[config.mk]
export PLATFORM = sky130hd
export DESIGN_NAME = frac_baud_gen
export DESIGN_NICKNAME = d
export VERILOG_FILES = /design/src/rtl/frac_baud_gen.sv
export SDC_FILE = /design/constraint.sdc
export NUM_CORES = 1
export LEC_CHECK = 0
export ABC_CLOCK_PERIOD_IN_PS = 3600
export BUFFER_PORTS_ARGS = -buffer_cell sky130_fd_sc_hd__clkbuf_2
export CAP_MARGIN = 20
export CORE_ASPECT_RATIO = 0.6
export CORE_MARGIN = 2
export CORE_UTILIZATION = 62
export DETAILED_ROUTE_END_ITERATION = 8
export PLACE_DENSITY = 0.83
export SETUP_SLACK_MARGIN = 0.5
export SLEW_MARGIN = 20
export SYNTH_ARGS = -nofsm -noshare
export SYNTH_HDL_FRONTEND = slang
export SYNTH_SLANG_ARGS = --single-unit
[constraint.sdc]
create_clock -name clk -period 3.6 [get_ports clk]
set_input_delay 0.72 -clock clk [delete_from_list [all_inputs] [get_ports clk]]
set_output_delay 0.72 -clock clk [all_outputs]
set_load 0.05 [all_outputs]
[src/rtl/frac_baud_gen.sv]
module frac_baud_gen #(
  parameter int CNT_W   = 8,
  parameter bit IR_MODE = 1'b0
) (
  input  logic             clk,
  input  logic             rst_n,
  input  logic             wr_div_i,
  input  logic             wr_frac_i,
  input  logic [CNT_W-1:0] wdata_i,
  output logic             samp_o,
  output logic             tick_o,
  output logic             cfg_err_o
);
  logic [CNT_W-1:0] div_q, cnt_q, lim;
  logic [3:0]       frac_q, acc_q, sub_q;
  logic [4:0]       sum;
  logic             ext_q, bit_end, at_lim, hold, wr;

  generate
    if (IR_MODE) begin : g_ir
      assign lim       = {{(CNT_W-4){1'b0}}, div_q[3:0]};
      assign bit_end   = 1'b1;
      assign cfg_err_o = (div_q[3:0] == 4'd0);
    end else begin : g_uart
      assign lim       = div_q;
      assign bit_end   = (sub_q == 4'hf);
      assign cfg_err_o = 1'b0;
    end
  endgenerate

  assign wr     = wr_div_i | wr_frac_i;
  assign sum    = {1'b0, acc_q} + {1'b0, frac_q};
  assign at_lim = (cnt_q == lim);
  assign hold   = at_lim & bit_end & sum[4] & ~ext_q;
  assign samp_o = ~cfg_err_o & (ext_q | (at_lim & ~hold));
  assign tick_o = samp_o & bit_end;

  always_ff @(posedge clk or negedge rst_n) begin
    if (!rst_n) begin
      div_q  <= '0;
      frac_q <= '0;
      cnt_q  <= '0;
      sub_q  <= '0;
      acc_q  <= '0;
      ext_q  <= 1'b0;
    end else if (wr) begin
      if (wr_div_i)  div_q  <= wdata_i;
      if (wr_frac_i) frac_q <= wdata_i[7:4];
      cnt_q <= '0;
      sub_q <= '0;
      acc_q <= '0;
      ext_q <= 1'b0;
    end else if (cfg_err_o) begin
      cnt_q <= '0;
      ext_q <= 1'b0;
    end else if (samp_o) begin
      cnt_q <= '0;
      ext_q <= 1'b0;
      sub_q <= sub_q + 4'd1;
      if (bit_end) acc_q <= sum[3:0];
    end else if (hold) begin
      ext_q <= 1'b1;
    end else begin
      cnt_q <= cnt_q + {{(CNT_W-1){1'b0}}, 1'b1};
    end
  end
endmodule


==> metrics.txt, run 1 <==
Peak Freq=333 MHz; unrepaired setup endpoints after global routing=false; first-pass GRT wire length=5460 um; Mean Syn Cell Area=11.4 um^2; Max-slew headroom=0.503; Skew-Pair Late Insertion Delay=0.28 ns; Hold Path Class=primary input to async pin; post-route ant nets=0; CP startpoint=frac_q[0]; crit path max-delay cell type=fa_1; Crit. End Element=primary output; vias=1122; top-count cell post-synth=dfrtp_1; drt drc=0; Synth Area in Adders=0.0614; multiplexer share of the synthesized area=0.0873; share of the synthesized area in the top cell type=0.469; total grt overflow=0; CTS root buf=clkbuf_8; Ant. Diodes=0; Req. time, crit path=2.88 ns; main flop type after synthesis=dfrtp_1; startpoint types=register; final hold viol count=0; Crit Reg-Reg Startpoint=frac_q[0]; # port buffers=13; # setup viols final=0; Sink Count=29; Synth area leader=dfrtp_1; Yosys cell types=36; Syn Nets=155; vias in the first global route=1144; Max FO, Critical Path=4; CTS max path bufs=2; Tmin final=3.00 ns; peak supply drop=0.000345 V; average routed wire per standard cell=17.3 um; GP Congestion=0.833; TNS Setup=0 ns; crit-path max cell delay=0.42 ns; Syn. warnings=0; PwrDens=399 nW/um^2; Post-DP HPWL=2200 um; outcome=finished, final reports clean; initial antenna violation count=0; Worst Max-Slew Pin Slew=0.737 ns; initial DRC count=96; top cells by count, synth=dfrtp_1, a21oi_1, mux2_2; final net count=171; Leakage=0.705 nW; post-synthesis sequential element count=29; core area=2260 um^2; # rows=13; Synth Cell Area=1550 um^2; DR pass1 iterations=4; Die Span Y=42.7 um; Core Util, Final=0.755; share of cells above drive strength 1=0.296; TritonCTS clock tree=built; cell family with most CP delay=adder cells; vias per cell=6.16; Num CTS Buffers=5; max-slew violations=0; Critical Path AT=2.28 ns; max-cap viol count=0; fin crit share=0.833; compound-gate portion of the synthesized area=0.150; area grow syn2layout=10.3%; ranking of synthesized cells by area=dfrtp_1, mux2_2, xnor2_1; CP Cell Sequence=ha_1, fa_1, nand3_1, a211o_1, or2b_2, nor2_2, clkbuf_8; XOR/XNOR Fraction of Synth Area=0.0566; clock-pin slew on the worst setup and hold paths=0.06 ns; largest net degree at the start of global routing=30; largest family of logic cells by synthesized area=compound AO/OA/AOI/OAI gates; H-tree depth=2; Simple-Gate Fraction of Synth Area=0.135; Initial Utilization=0.685; Global Route Usage Sum=0.262; CP Buf/Inv Count=1; I/O Pins=15; Mapped Cells=136; drt total wl=3150 um; fraction of registers with async set/reset=1.00; die area=2920 um^2; die width=68.5 um; Seq/Total Area, Yosys=0.469; WS Path Type=register to primary output; number of synthesized flops with an enable pin=0; Clock Skew=0.00822 ns
==> final cells by class <==
class,instances,area [um^2]
multi-input cells,99,764
flip-flops and latches,29,726
fillers,139,554
clock buffers,7,86.3
repair buffers,14,81.3
well taps,30,37.5
inverters,3,11.3
==> final timing paths <==
check	end	slack, ns	cells past startpoint
max	tick_o	0.60	7
min	div_q[7]	0.48	1
max reg2reg	cnt_q[6]	1.11	8
min reg2reg	div_q[3]	0.53	1
max in group asynchronous	cnt_q[1]	2.67	1
min in group clk	div_q[3]	0.53	1
==> registers in the layout (all words and copies together), names as in the netlist <==
register,flops
frac_q,4
ext_q,1
cnt_q,8
div_q,8
sub_q,4
acc_q,4
==> routing by layer <==
| layer | vias to the layer above | GRT usage | share of wire |
|---|---|---|---|
| met2 | 39 | 0.385 | 0.45 |
| met5 | - | 0 | 0 |
| met3 | 6 | 0.0875 | 0.070 |
| met1 | 545 | 0.356 | 0.47 |
| li1 | 532 | - | - |
| met4 | 0 | 0.104 | 0.013 |
==> metrics by stage <==
step	worst slack (ns)	hold WS (ns)	std cells	total power, mW	instance area (um^2)
CTS	0.596	0.504	182	0.684	1700
finish	0.600	0.478	182	0.681	1710
detailed placement	0.755	0.512	174	0.420	1600
global route	0.504	0.541	182	0.706	1710
floorplan	0.612	0.424	136	0.399	1550
global placement	0.813	0.504	174	0.416	1600
==> timing repair <==
| item | in CTS | in global routing |
|---|---|---|
| resized for setup | 2 | 1 |
| endpoints found under the setup margin | 1 | 1 |
| hold buffers | 0 | 0 |
| pin swaps | 1 | 0 |
| setup buffers | 1 | 0 |
==> cells in the final DEF (no fill, tap or decap), types with 4 or more instances in the layout <==
cell / count
mux2_2: 12
dfrtp_1: 29
nand3_1: 7
a21oi_1: 16
nor2_1: 4
clkbuf_2: 12
o21ai_0: 7
o31ai_1: 6
xnor2_1: 10
clkbuf_8: 7
ha_1: 6
==> report_power, final <==
group / total [mW] / switching [mW] / internal (mW)
logic: 0.0609 / 0.0319 / 0.0290
registers: 0.354 / 0.0134 / 0.341
clock network: 0.266 / 0.115 / 0.151
==> cells by family after synthesis <==
family          count (synthesis)
mux                            12
compound gates                 37
fa+ha+maj                       7
xor+xnor                       10
simple gates                   32
other cells                     1
flops                          29
buf+inv                         8
No activity file was read; power rests on OpenSTA's default activity.
==> inputs of run 2 (changes only) <==
ABC_CLOCK_PERIOD_IN_PS = 2900   (was 3600)
CORE_UTILIZATION = 58   (was 62)
PLACE_DENSITY = 0.78   (was 0.83)
clock period = 2.9 ns   (was 3.6 ns; I/O delays follow)
==> run 2 against run 1 <==
Against the previous run: count of clock-buffer cells in the layout stayed put; critical path depth stayed put; clock skew is 0.0025 ns lower; clock power is 60% higher; non-clock buffer count is 6 higher; combinational power is 31% higher; utilization is 2.8 points lower.
==> metrics.txt, run 2 (same netlist as run 1, synthesis figures left out) <==
outcome=finished, final reports clean; Leakage=0.756 nW (+7.3%); Initial Utilization=0.614 (-0.0710); clock-pin slew on the worst setup and hold paths=0.06 ns (about the same); Skew-Pair Late Insertion Delay=0.28 ns (about the same); # rows=14 (+1); Num CTS Buffers=5 (unchanged); max-cap viol count=0 (unchanged); Global Route Usage Sum=0.240 (-0.0218); vias in the first global route=1122 (-1.9%); H-tree depth=2 (unchanged); Max FO, Critical Path=2 (-2); commonest cells after routing, fill and taps aside=dfrtp_1, a21oi_1, mux2_2; area grow syn2layout=18.4%; design area=1830 um^2 (+7.4%); vias=1164 (+3.7%); DP Area=1620 um^2 (+1.3%); Critical Path AT=1.99 ns (-0.29 ns); commonest non-fill, non-tap cell in the layout=dfrtp_1; WS Path Type=register to primary output; startpoint types=register; initial antenna violation count=0 (unchanged); vias per cell=6.09 (-1.1%); share of cells above drive strength 1=0.377 (+0.0813); switching fraction of total power=0.217 (-0.0176); fin crit share=0.886; drt total wl=3200 um (+1.5%); # port buffers=13 (unchanged); Clock Skew=0.00568 ns (-0.00255 ns); Top Metal Used=met4; Peak Freq=389 MHz; Crit. End Element=primary output; Switching Power=0.206 mW (+29%); metal3 WL=205 um (-6.8%); first-pass GRT wire length=5540 um (+1.5%); final hold viol count=0 (unchanged); TritonCTS clock tree=built; initial DRC count=83 (-14%); DR pass1 iterations=4 (unchanged); PwrDens=517 nW/um^2 (+29%); CTS root buf=clkbuf_8; final net count=177 (+3.5%); drt drc=0 (unchanged); die width=70.7 um (+3.2%); max-slew violations=0 (unchanged); sequential share of power=0.465 (-0.055); routed wl met2=1420 um (+0.71%); Post-DP HPWL=2210 um (+0.54%); TNS Setup=0 ns (unchanged); P_int=0.741 mW (+42%); Tmin final=2.57 ns; Max-slew headroom=0.455 (-0.0484); die area=3110 um^2 (+6.4%); core area=2520 um^2 (+12%); unrepaired setup endpoints after global routing=true; GP Congestion=0.848 (+1.7%); total grt overflow=0 (unchanged); average routed wire per standard cell=16.7 um (-3.3%); clock share of power=0.450 (+0.060); largest net degree at the start of global routing=30 (unchanged); peak supply drop=0.000417 V (+21%); Ant. Diodes=0 (unchanged); Worst Max-Slew Pin Slew=0.809 ns (+0.0718 ns); post-route ant nets=0 (unchanged); Hold Path Class=primary input to async pin; M1 WL=1540 um (+4.3%); biggest regs=cnt_q (8), div_q (8); CTS max path bufs=2 (unchanged); Sink Count=29 (unchanged); I/O Pins=15 (unchanged); # setup viols final=0 (unchanged); Req. time, crit path=2.32 ns (-0.56 ns); Die Span Y=44.0 um (+3.1%); Combinational Power Share=0.085 (-0.004)
[run 2: area by class of cell]
class | instances | area [um^2]
clock buffers | 7 | 86.3
fillers | 168 | 689
multi-input cells | 99 | 810
flip-flops and latches | 29 | 726
inverters | 3 | 11.3
repair buffers | 20 | 130
clock inverters | 1 | 30.0
well taps | 32 | 40.0
[run 2: what timing repair did]
| item | 4_1_cts | 5_1_grt |
|---|---|---|
| hold buffers | 0 | 0 |
| buffers inserted | 5 | 1 |
| pin swaps | 4 | 4 |
| resized for setup | 10 | 3 |
| gates cloned | 0 | 0 |
| endpoints found under the setup margin | 2 | 10 |
[run 2: final timing paths]
check                           from         to  slack (ns)  cells past startpoint
setup / recovery            acc_q[0]     tick_o        0.33                      7
hold / removal                 rst_n   div_q[5]        0.34                      1
setup reg to reg            acc_q[0]   cnt_q[6]        0.57                      9
hold reg to reg            frac_q[0]  frac_q[0]        0.53                      1
max in group asynchronous      rst_n   cnt_q[1]        2.11                      1
min in group clk           frac_q[0]  frac_q[0]        0.53                      1
[run 2: per-layer routing]
metal / up-vias / track usage
met2: 49 / 0.350
met4: 0 / 0.0792
met5: - / 0
li1: 547 / -
met3: 4 / 0.0569
met1: 564 / 0.362
[run 2: metrics by stage]
stage / instances / power [mW] / utilization / hold slack (ns) / setup WS [ns]
finish: 191 / 0.947 / 0.727 / 0.337 / 0.331
global route: 191 / 0.982 / 0.727 / 0.412 / 0.261
CTS: 190 / 0.956 / 0.720 / 0.368 / 0.333
detailed placement: 177 / 0.522 / 0.643 / 0.521 / 0.233
global placement: 177 / 0.517 / 0.643 / 0.506 / 0.279
floorplan: 136 / 0.495 / - / 0.284 / 0.434
[run 2: critical path, cell delays in order (launching register included)]
cell     delay (ns)
dfrtp_1        0.38
ha_2           0.20
fa_2           0.37
nand3_2        0.08
a211o_1        0.15
or2b_4         0.28
nor2_4         0.10
buf_8          0.15
[run 2: power by group through the flow]
stage / Combinational [mW] / Clock (mW) / Sequential [mW]
finish: 0.0800 / 0.426 / 0.441
global route: 0.0886 / 0.451 / 0.443
CTS: 0.0809 / 0.434 / 0.441
detailed placement: 0.0754 / 0 / 0.447
global placement: 0.0717 / 0 / 0.445
floorplan: 0.0545 / 0 / 0.441
==> inputs of run 3 (changes only) <==
CORE_UTILIZATION = 60   (was 58)
CTS_BUF_LIST = sky130_fd_sc_hd__clkbuf_2   (was unset)
PLACE_DENSITY = 0.81   (was 0.78)
==> run 3 against run 2 <==
Against the previous run: worst hold slack got worse by 0.11 ns; sequential share of layout area about the same; die area decreased by 3.1%; non-clock buffer count increased by 6; global-route usage decreased by 1.5 points; via count increased by 7.3%.
==> metrics.txt, run 3 (same netlist as run 1, synthesis figures left out) <==
outcome=finished, final reports clean; Max FO, Critical Path=2 (unchanged); core area=2470 um^2 (-2.1%); TNS Setup=0 ns (unchanged); startpoint types=register; H-tree depth=2 (unchanged); first-pass GRT wire length=5180 um (-6.6%); average routed wire per standard cell=18.7 um (+12%); Crit. End Element=primary output; dpl ws=0.237 ns (+0.00397 ns); Num CTS Buffers=5 (unchanged); CTS max path bufs=2 (unchanged); Total Power=0.716 mW (-24%); GP Congestion=0.798 (-5.9%); WS Path Type=register to primary output; Worst Slack Setup Final=0.177 ns (-0.154 ns); post-route ant nets=0 (unchanged); die width=69.6 um (-1.6%); Ant. Diodes=0 (unchanged); unrepaired setup endpoints after global routing=true; # setup viols final=0 (unchanged); Worst Max-Slew Pin Slew=0.869 ns (+0.0596 ns); CP Cell Sequence=ha_2, fa_2, nand3_2, a211o_1, or2b_4, nor2_4, buf_8; Req. time, crit path=2.32 ns (about the same); Leakage=0.747 nW (-1.3%); final net count=183 (+3.4%); CTS root buf=clkbuf_2; I/O Pins=15 (unchanged); CP Buf/Inv Count=1 (unchanged); die area=3020 um^2 (-3.1%); Initial Utilization=0.627 (+0.0131); commonest non-fill, non-tap cell in the layout=dfrtp_1; clock-pin slew on the worst setup and hold paths=0.13 ns (+0.07 ns); cell family with most CP delay=adder cells; drt total wl=3670 um (+15%); peak supply drop=0.000354 V (-15%); Post-DP HPWL=2120 um (-4.1%); Global Route Usage Sum=0.225 (-0.0153); largest net degree at the start of global routing=30 (unchanged); Clock Skew=0.0102 ns (+0.00452 ns); PwrDens=389 nW/um^2 (-25%); Die Span Y=43.3 um (-1.5%); Skew-Pair Late Insertion Delay=0.37 ns (+0.09 ns); Hold Path Class=primary input to async pin; biggest regs=cnt_q (8), div_q (8); Core Util, Final=0.744 (+0.0175); max-slew violations=0 (unchanged); design area=1840 um^2 (+0.27%); area grow syn2layout=18.8%; filler-free cell count of the finished design=196 (+2.6%); Tmin final=2.72 ns (+0.154 ns); DR pass1 iterations=4 (unchanged); final hold viol count=0 (unchanged); Peak Freq=367 MHz (-5.7%); # rows=14 (unchanged); Sink Count=29 (unchanged); initial antenna violation count=0 (unchanged); # placed instances=177 (unchanged); # port buffers=13 (unchanged); total grt overflow=0 (unchanged); vias per cell=6.37 (+4.6%); cts hold-fix bufs=0 (unchanged); crit-path max cell delay=0.41 ns (+0.03 ns); worst hold slack=0.231 ns (-0.107 ns); vias=1249 (+7.3%); vias in the first global route=1139 (+1.5%); share of cells above drive strength 1=0.409 (+0.0312); max-cap viol count=0 (unchanged); DP Area=1620 um^2 (unchanged); initial DRC count=74 (-11%); Critical Path AT=2.14 ns (+0.15 ns); fin crit share=0.939 (+0.0531); TritonCTS clock tree=built; crit path max-delay cell type=dfrtp_1; Max-slew headroom=0.415 (-0.0402); commonest cells after routing, fill and taps aside=dfrtp_1, clkbuf_2, a21oi_1; drt drc=0 (unchanged)
run 3: final timing paths:
path	from	endpoint	slack, ns	cells past startpoint
min in group clk	wdata_i[1]	div_q[1]	0.43	2
max	acc_q[0]	tick_o	0.18	7
max in group asynchronous	rst_n	cnt_q[2]	2.18	1
max reg2reg	acc_q[0]	cnt_q[3]	0.38	10
min	rst_n	div_q[3]	0.23	1
min reg2reg	sub_q[2]	sub_q[2]	0.55	1
run 3: final cells by class:
class | instances | area [um^2]
Multi-Input combinational cell | 99 | 836
Timing Repair Buffer | 26 | 190
Fill cell | 143 | 632
Clock buffer | 6 | 30.0
Tap cell | 32 | 40.0
Clock inverter | 1 | 3.75
Sequential cell | 29 | 727
Inverter | 3 | 11.3
run 3: power breakdown:
group / switching, mW / internal [mW]
clock network: 0.133 / 0.0561
registers: 0.0184 / 0.422
logic: 0.0437 / 0.0422
run 3: what timing repair did:
action | CTS | global route
endpoints found under the hold margin | 0 | 0
resized for setup | 6 | 16
pin swaps | 3 | 5
buffers inserted | 4 | 8
endpoints found under the setup margin | 2 | 10
run 3: per-layer routing:
| metal | part of all wire | vias up | track usage |
|---|---|---|---|
| met5 | 0 | - | 0 |
| met4 | 0.021 | 0 | 0.0784 |
| met1 | 0.46 | 615 | 0.313 |
| li1 | - | 559 | - |
| met2 | 0.43 | 65 | 0.352 |
| met3 | 0.082 | 10 | 0.0581 |
